**src/rtl/aud_tx_pkg.sv**
```systemverilog
package aud_tx_pkg;

  localparam int unsigned SAMPLE_W = 32;
  localparam int unsigned STAGE_DEPTH = 2;
  localparam int unsigned CNT_W = $clog2(STAGE_DEPTH + 1);

  typedef enum logic [1:0] {
    FMT_STD       = 2'd0,
    FMT_LEFTJ     = 2'd1,
    FMT_PCM_SHORT = 2'd2,
    FMT_PCM_LONG  = 2'd3
  } fmt_e;

  typedef struct packed {
    fmt_e       fmt;
    logic [1:0] dw_sel;
    logic [1:0] sw_sel;
    logic       ws_inv;
    logic       mono;
    logic [1:0] mask;
  } frame_cfg_t;

  // code 0..3 -> 8,16,24,32
  function automatic logic [5:0] data_bits(input logic [1:0] sel);
    return {1'b0, sel, 3'b000} + 6'd8;
  endfunction

  function automatic logic [5:0] slot_bits(input frame_cfg_t c);
    logic [5:0] d;
    logic [5:0] s;
    d = data_bits(c.dw_sel);
    s = (c.sw_sel == 2'd0) ? d : data_bits(c.sw_sel);
    return (s > d) ? s : d;
  endfunction

endpackage

```
**src/rtl/aud_tx_bclk_gen.sv**
```systemverilog
module aud_tx_bclk_gen #(
  parameter int unsigned DIV_W = 8
) (
  input  logic             clk_i,
  input  logic             rst_ni,
  input  logic [DIV_W-1:0] div_i,
  output logic             bclk_o,
  output logic             fall_o
);

  logic [DIV_W-1:0] hc_q;
  logic [DIV_W-1:0] half_m1;
  logic             bclk_q;
  logic             wrap;

  assign half_m1 = (div_i == '0) ? '0 : div_i - DIV_W'(1);
  assign wrap    = (hc_q >= half_m1);

  always_ff @(posedge clk_i or negedge rst_ni) begin
    if (!rst_ni) begin
      hc_q   <= '0;
      bclk_q <= 1'b0;
    end else if (wrap) begin
      hc_q   <= '0;
      bclk_q <= ~bclk_q;
    end else begin
      hc_q   <= hc_q + DIV_W'(1);
    end
  end

  assign bclk_o = bclk_q;
  assign fall_o = wrap & bclk_q;

endmodule

```
**src/rtl/aud_tx_stager.sv**
```systemverilog
module aud_tx_stager import aud_tx_pkg::*; (
  input  logic                clk_i,
  input  logic                rst_ni,
  input  logic                s_valid_i,
  input  logic [SAMPLE_W-1:0] s_data_i,
  output logic                s_ready_o,
  input  logic [CNT_W-1:0]    pop_i,
  output logic [SAMPLE_W-1:0] head0_o,
  output logic [SAMPLE_W-1:0] head1_o,
  output logic [CNT_W-1:0]    cnt_o
);

  logic [STAGE_DEPTH-1:0][SAMPLE_W-1:0] ent_q, ent_d;
  logic [CNT_W-1:0] cnt_q, cnt_d, rem;
  logic             push;

  assign s_ready_o = (cnt_q < CNT_W'(STAGE_DEPTH));
  assign push      = s_valid_i & s_ready_o;

  always_comb begin
    ent_d = ent_q;
    if (pop_i == CNT_W'(1)) ent_d[0] = ent_q[1];
    rem   = cnt_q - pop_i;
    cnt_d = rem;
    if (push) begin
      ent_d[rem[0]] = s_data_i;
      cnt_d         = rem + CNT_W'(1);
    end
  end

  always_ff @(posedge clk_i or negedge rst_ni) begin
    if (!rst_ni) begin
      ent_q <= '0;
      cnt_q <= '0;
    end else begin
      ent_q <= ent_d;
      cnt_q <= cnt_d;
    end
  end

  assign head0_o = ent_q[0];
  assign head1_o = ent_q[1];
  assign cnt_o   = cnt_q;

endmodule

```
**src/rtl/aud_tx_frame_engine.sv**
```systemverilog
module aud_tx_frame_engine import aud_tx_pkg::*; #(
  parameter int unsigned DIV_W = 8
) (
  input  logic                clk_i,
  input  logic                rst_ni,
  input  logic                fall_i,
  input  frame_cfg_t          cfg_i,
  input  logic [DIV_W-1:0]    div_i,
  input  logic [SAMPLE_W-1:0] head0_i,
  input  logic [SAMPLE_W-1:0] head1_i,
  input  logic [CNT_W-1:0]    cnt_i,
  output logic [CNT_W-1:0]    pop_o,
  output logic [DIV_W-1:0]    div_eff_o,
  output logic                ws_o,
  output logic                sd_o,
  output logic                underrun_o
);

  frame_cfg_t          cfg_q, cfg_n;
  logic [DIV_W-1:0]    div_q;
  logic                started_q;
  logic [5:0]          pos_q, pos_n, last_pos, slot_n, dbits_n, idx;
  logic [SAMPLE_W-1:0] left_q, right_q, left_n, right_n, samp;
  logic                prev_q, ws_q, sd_q, urun_q;
  logic                frame_start, have, in_right, bit_u, ws_raw, lag;
  logic [CNT_W-1:0]    need;

  assign last_pos    = 6'({slot_bits(cfg_q), 1'b0} - 7'd1);
  assign frame_start = fall_i & (~started_q | (pos_q == last_pos));
  assign cfg_n       = frame_start ? cfg_i : cfg_q;

  // samples a frame needs under the incoming configuration
  always_comb begin
    if (cfg_n.mask == 2'b00) need = CNT_W'(0);
    else if (cfg_n.mono)     need = CNT_W'(1);
    else                     need = CNT_W'(2);
  end

  assign have  = (cnt_i >= need);
  assign pop_o = (frame_start & have) ? need : CNT_W'(0);

  always_comb begin
    left_n  = left_q;
    right_n = right_q;
    if (frame_start) begin
      if (!have) begin
        left_n  = '0;
        right_n = '0;
      end else if (cfg_n.mono) begin
        left_n  = cfg_n.mask[0] ? head0_i : '0;
        right_n = cfg_n.mask[1] ? head0_i : '0;
      end else begin
        left_n  = cfg_n.mask[0] ? head0_i : '0;
        right_n = cfg_n.mask[1] ? head1_i : '0;
      end
    end
  end

  assign pos_n    = frame_start ? 6'd0 : pos_q + 6'd1;
  assign slot_n   = slot_bits(cfg_n);
  assign dbits_n  = data_bits(cfg_n.dw_sel);
  assign in_right = (pos_n >= slot_n);
  assign idx      = in_right ? pos_n - slot_n : pos_n;
  assign samp     = in_right ? right_n : left_n;
  assign bit_u    = (idx < dbits_n) ? samp[5'(dbits_n - 6'd1 - idx)] : 1'b0;

  always_comb begin
    unique case (cfg_n.fmt)
      FMT_STD, FMT_LEFTJ: ws_raw = in_right;
      FMT_PCM_SHORT:      ws_raw = (pos_n == 6'd0);
      default:            ws_raw = (pos_n < dbits_n);
    endcase
  end

  assign lag = (cfg_n.fmt != FMT_LEFTJ);

  always_ff @(posedge clk_i or negedge rst_ni) begin
    if (!rst_ni) begin
      cfg_q     <= '0;
      div_q     <= '0;
      started_q <= 1'b0;
      pos_q     <= '0;
      left_q    <= '0;
      right_q   <= '0;
      prev_q    <= 1'b0;
      ws_q      <= 1'b0;
      sd_q      <= 1'b0;
      urun_q    <= 1'b0;
    end else if (fall_i) begin
      cfg_q   <= cfg_n;
      pos_q   <= pos_n;
      left_q  <= left_n;
      right_q <= right_n;
      prev_q  <= bit_u;
      ws_q    <= ws_raw ^ cfg_n.ws_inv;
      sd_q    <= lag ? prev_q : bit_u;
      if (frame_start) begin
        div_q     <= div_i;
        started_q <= 1'b1;
        if (!have) urun_q <= 1'b1;
      end
    end
  end

  assign div_eff_o  = started_q ? div_q : div_i;
  assign ws_o       = ws_q;
  assign sd_o       = sd_q;
  assign underrun_o = urun_q;

endmodule

```
**src/rtl/aud_serial_tx.sv**
```systemverilog
module aud_serial_tx import aud_tx_pkg::*; #(
  parameter int unsigned DIV_W = 8
) (
  input  logic             clk_i,
  input  logic             rst_ni,
  input  logic [DIV_W-1:0] cfg_div_i,
  input  logic [1:0]       cfg_fmt_i,
  input  logic [1:0]       cfg_dwidth_i,
  input  logic [1:0]       cfg_swidth_i,
  input  logic             cfg_ws_inv_i,
  input  logic             cfg_mono_i,
  input  logic [1:0]       cfg_mask_i,
  input  logic             s_valid_i,
  input  logic [31:0]      s_data_i,
  output logic             s_ready_o,
  output logic             bclk_o,
  output logic             ws_o,
  output logic             sd_o,
  output logic             underrun_o
);

  frame_cfg_t          cfg_w;
  logic [DIV_W-1:0]    div_eff_w;
  logic                fall_w;
  logic [CNT_W-1:0]    pop_w, cnt_w;
  logic [SAMPLE_W-1:0] head0_w, head1_w;

  assign cfg_w = '{fmt:    fmt_e'(cfg_fmt_i),
                   dw_sel: cfg_dwidth_i,
                   sw_sel: cfg_swidth_i,
                   ws_inv: cfg_ws_inv_i,
                   mono:   cfg_mono_i,
                   mask:   cfg_mask_i};

  aud_tx_bclk_gen #(.DIV_W(DIV_W)) u_bclk (
    .clk_i  (clk_i),
    .rst_ni (rst_ni),
    .div_i  (div_eff_w),
    .bclk_o (bclk_o),
    .fall_o (fall_w)
  );

  aud_tx_stager u_stage (
    .clk_i     (clk_i),
    .rst_ni    (rst_ni),
    .s_valid_i (s_valid_i),
    .s_data_i  (s_data_i),
    .s_ready_o (s_ready_o),
    .pop_i     (pop_w),
    .head0_o   (head0_w),
    .head1_o   (head1_w),
    .cnt_o     (cnt_w)
  );

  aud_tx_frame_engine #(.DIV_W(DIV_W)) u_eng (
    .clk_i      (clk_i),
    .rst_ni     (rst_ni),
    .fall_i     (fall_w),
    .cfg_i      (cfg_w),
    .div_i      (cfg_div_i),
    .head0_i    (head0_w),
    .head1_i    (head1_w),
    .cnt_i      (cnt_w),
    .pop_o      (pop_w),
    .div_eff_o  (div_eff_w),
    .ws_o       (ws_o),
    .sd_o       (sd_o),
    .underrun_o (underrun_o)
  );

endmodule

```
**config.mk**
```make
export PLATFORM = sky130hd
export DESIGN_NAME = aud_serial_tx
export DESIGN_NICKNAME = d
export VERILOG_FILES = /design/src/rtl/aud_tx_pkg.sv /design/src/rtl/aud_tx_bclk_gen.sv /design/src/rtl/aud_tx_stager.sv /design/src/rtl/aud_tx_frame_engine.sv /design/src/rtl/aud_serial_tx.sv
export SDC_FILE = /design/constraint.sdc
export NUM_CORES = 1
export LEC_CHECK = 0
export ABC_AREA = 1
export CAP_MARGIN = 20
export CORE_UTILIZATION = 60
export CTS_BUF_LIST = sky130_fd_sc_hd__clkbuf_8
export DETAILED_ROUTE_END_ITERATION = 10
export PLACE_DENSITY = 0.87
export SYNTH_ARGS = -nofsm -noshare
export SYNTH_HDL_FRONTEND = slang
export SYNTH_HIERARCHICAL = 1
export SYNTH_SLANG_ARGS = --single-unit
```
**constraint.sdc**
```tcl
create_clock -name clk_i -period 10.7 [get_ports clk_i]
set_input_delay 1.07 -clock clk_i [delete_from_list [all_inputs] [get_ports clk_i]]
set_output_delay 1.07 -clock clk_i [all_outputs]
set_load 0.005 [all_outputs]
```
==> results.txt <==
Syn Inst Count - 1355
Layout cells sized above 1 - 5.34%
Routed len/inst - 14.5 um
Slew @ Worst Pin - 1.13 ns
Syn_area_per_cell - 7.30 sq um
Via density - 5.43
Largest net degree at the start of global routing - 100
Final setup margin - 1.08 ns
Multiplexer share of the synthesized area - 0.316%
Minimum clock period after layout - 9.62 ns
Unique masters post-synth - 45
Vias in the first global route - 8278
Setup TNS - 0 ns
R2R depth - 47
Root Driver - clkbuf_8
Ports - 58
Met2 Use GR - 47.4%
Die ar. - 0.0170 sq mm
Hold Crit Depth - 2
RSZ-0062 raised after global routing - no
Syn. warnings - 6
Slew Limit Headroom - 24.3%
VDD IR-drop max - 269 uV
Adder-Cell Fraction of Synth Area - 5.01%
Hold-fix buffers, CTS - 0
Ys async rst share - 100%
# diodes - 0
Top post-synthesis cells by area - dfrtp_1 43%, nand2_1 16%, nand3_1 9.6%, inv_1 8.6%, ha_1 4.8%
Fin. max-slew vios - 0
Via Count - 8711
Core Box Area - 0.0160 sq mm
Starting Density - 61.8%
Reg2reg start - u_eng/started_q
Placed Area - 0.0104 sq mm
Ys flop type - dfrtp_1
Worst-Skew Late Latency - 0.47 ns
Std-Cell Rows - 46
Part of the cycle the worst path needs - 89.9%
Overflow after GRT - 0
Worst path max stage delay - 0.88 ns
Post-synth EDFFs - 0
Final hold vios - 0
Register area share after synthesis - 42.5%
Area Overhead vs Synth - 9.39%
Worst path arrival time - 9.99 ns
Most common cell after layout, fill and taps aside - nand2_1
Reg-to-reg critical path endpoint - u_eng/sd_o
CTS tree - built
WHS Endpoint - u_eng/right_q[21]
Pre-CTS setup slack - 0.751 ns
Met3 Usage GRT - 5.25%
H-tree depth - 4
Max frequency - 0.104 GHz
Final instance area - 0.0108 sq mm
Synth Area in Compound Gates - 8.04%
Hold Crit Class - register to register
Antenna viol nets, final - 0
Clock Sinks - 168
Most frequent cells in the layout - 416 x nand2_1, 228 x inv_1, 189 x nand3_1
Layout Cells excl Fill - 1603
Slowest cell on the critical path - a211oi_1
Initial antenna violation count - 0
Area share of xor/xnor cells in the synthesized design - 1.24%
Gpl congestion - 0.851
Worst Skew - 0.00824 ns
Drt drc - 0
Num CTS Buffers - 17
Leakage - 5.93 nW
Crit path max fanout - 35
Main combinational cell family by area after synthesis - simple AND/OR/NAND/NOR gates
CTS resizes - 0
Die Ht - 130 um
Max-cap violations - 0
Syn_nets - 1447
Reg2reg setup slack - 1.48 ns
Placed cell count - 1571
Worst EP required - 11.07 ns
Postcts setup bufs - 0
Area share of the leading cell type in the synthesized netlist - 42.5%
Yosys top cell by area - dfrtp_1
Global-route total usage across every layer - 29.5%
First-pass GRT wire length - 39100 um
CP endpoint kind - register
Buffers added on ports - 57
Setup-failing EPs final - 0
Simple-gate area share of the yosys netlist - 30.2%
Outcome - completed
Crit path top cell by count - nand2_1
Seq cells post-synth - 168
Hold path startpoint - u_eng/right_q[21]
Initial DRC count - 777
Post-Syn Area - 0.00989 sq mm
Clock transition at path regs - 0.09 ns
Final wirelength - 23300 um
GRT Max-Usage Layer - met2
GR Util met1 - 40.8%
DP HPWL - 15600 um
Die extent in x - 130 um
PD cells - 360 mW/mm^2
Crit start category - input pin
Final net count - 1466
Crit Path Category - input pin to register
Fillers - 1337
Clk buf depth - 2
Drt pass-1 iters - 5
## state kept, by name, summed over array words and instances (netlist names)
| name | flops |
|---|---|
| u_stage/head1_o | 32 |
| u_eng/right_q | 32 |
| u_eng/ws_o | 1 |
| u_eng/div_q | 8 |
| u_eng/pos_q | 6 |
| u_eng/underrun_o | 1 |
| u_bclk/hc_q | 8 |
| u_stage/head0_o | 32 |
| u_eng/sd_o | 1 |
| u_eng/prev_q | 1 |
| u_stage/cnt_o | 2 |
| u_bclk/bclk_o | 1 |
| u_eng/started_q | 1 |
| u_eng/cfg_q | 10 |
| u_eng/left_q | 32 |
## Yosys cell counts (3+ instances only)
cell and n:
nand2_1 416, inv_1 226, nand3_1 189, dfrtp_1 168, o21ai_0 92, nor2_1 46, ha_1 38, buf_2 34
o21ai_1 13, o22ai_1 13, clkbuf_1 10, xor2_1 10, a21oi_1 9, nand4_1 9, buf_4 8, o211ai_1 8
buf_6 7, inv_2 7, nand2_4 7, nand2_2 6, xnor2_1 4, nand3_2 3, nor2_4 3
## metrics by stage
stage / utilization, % / hold WS, ns / total power [mW]
finish: 67.6 / 0.481 / 3.89
global route: 67.6 / 0.508 / 4.29
CTS: 67.6 / 0.484 / 3.87
detailed placement: 65.1 / 0.461 / 3.40
global placement: 65.1 / 0.457 / 3.31
floorplan: - / 0.444 / 2.92
## worst max path at each step
stage            startpoint         end  cells past startpoint
2_1_floorplan  cfg_div_i[0]  u_eng/sd_o                     50
3_3_place_gp   cfg_div_i[0]  u_eng/sd_o                     48
3_5_place_dp   cfg_div_i[0]  u_eng/sd_o                     48
4_1_cts        cfg_div_i[0]  u_eng/sd_o                     48
5_1_grt        cfg_div_i[0]  u_eng/sd_o                     49
6_report       cfg_div_i[0]  u_eng/sd_o                     49
## logic make-up (layout without fill, tap and decap cells)
family,after synthesis,in the layout
buffers and inverters,298,330
AO/OA/AOI/OAI,145,145
XOR/XNOR,14,14
flip-flops,168,168
multiplexers,3,3
AND/OR/NAND/NOR,688,688
adder cells (fa/ha/maj),39,39
## worst max-delay path: cells and delay by family
kind,cells,cell delay (ns)
compound gates,8,2.75
fa+ha+maj,6,1.52
buf+inv,11,1.84
xor+xnor,1,0.20
simple gates,23,2.57
## power breakdown
group	leakage [nW]	total (mW)	switching, mW	internal, mW
combinational	3.74	2.41	1.56	0.848
sequential	1.98	1.02	0.136	0.883
clock	0.204	0.461	0.237	0.225
## final cells by class
type	count	area (sq um)	area share, %
well taps	216	270	2.50
repair buffers	62	609	5.63
inverters	236	888	8.21
clock buffers	20	275	2.55
flip-flops and latches	168	4200	38.9
multi-input cells	889	4440	41.1
clock inverters	12	126	1.17
## layer usage
layer	share of wire, %	up-vias
met4	1.5	0
met5	0	-
met3	7.1	31
li1	-	4275
met2	47	337
met1	44	4068
No activity file was read; power rests on OpenSTA's default activity.
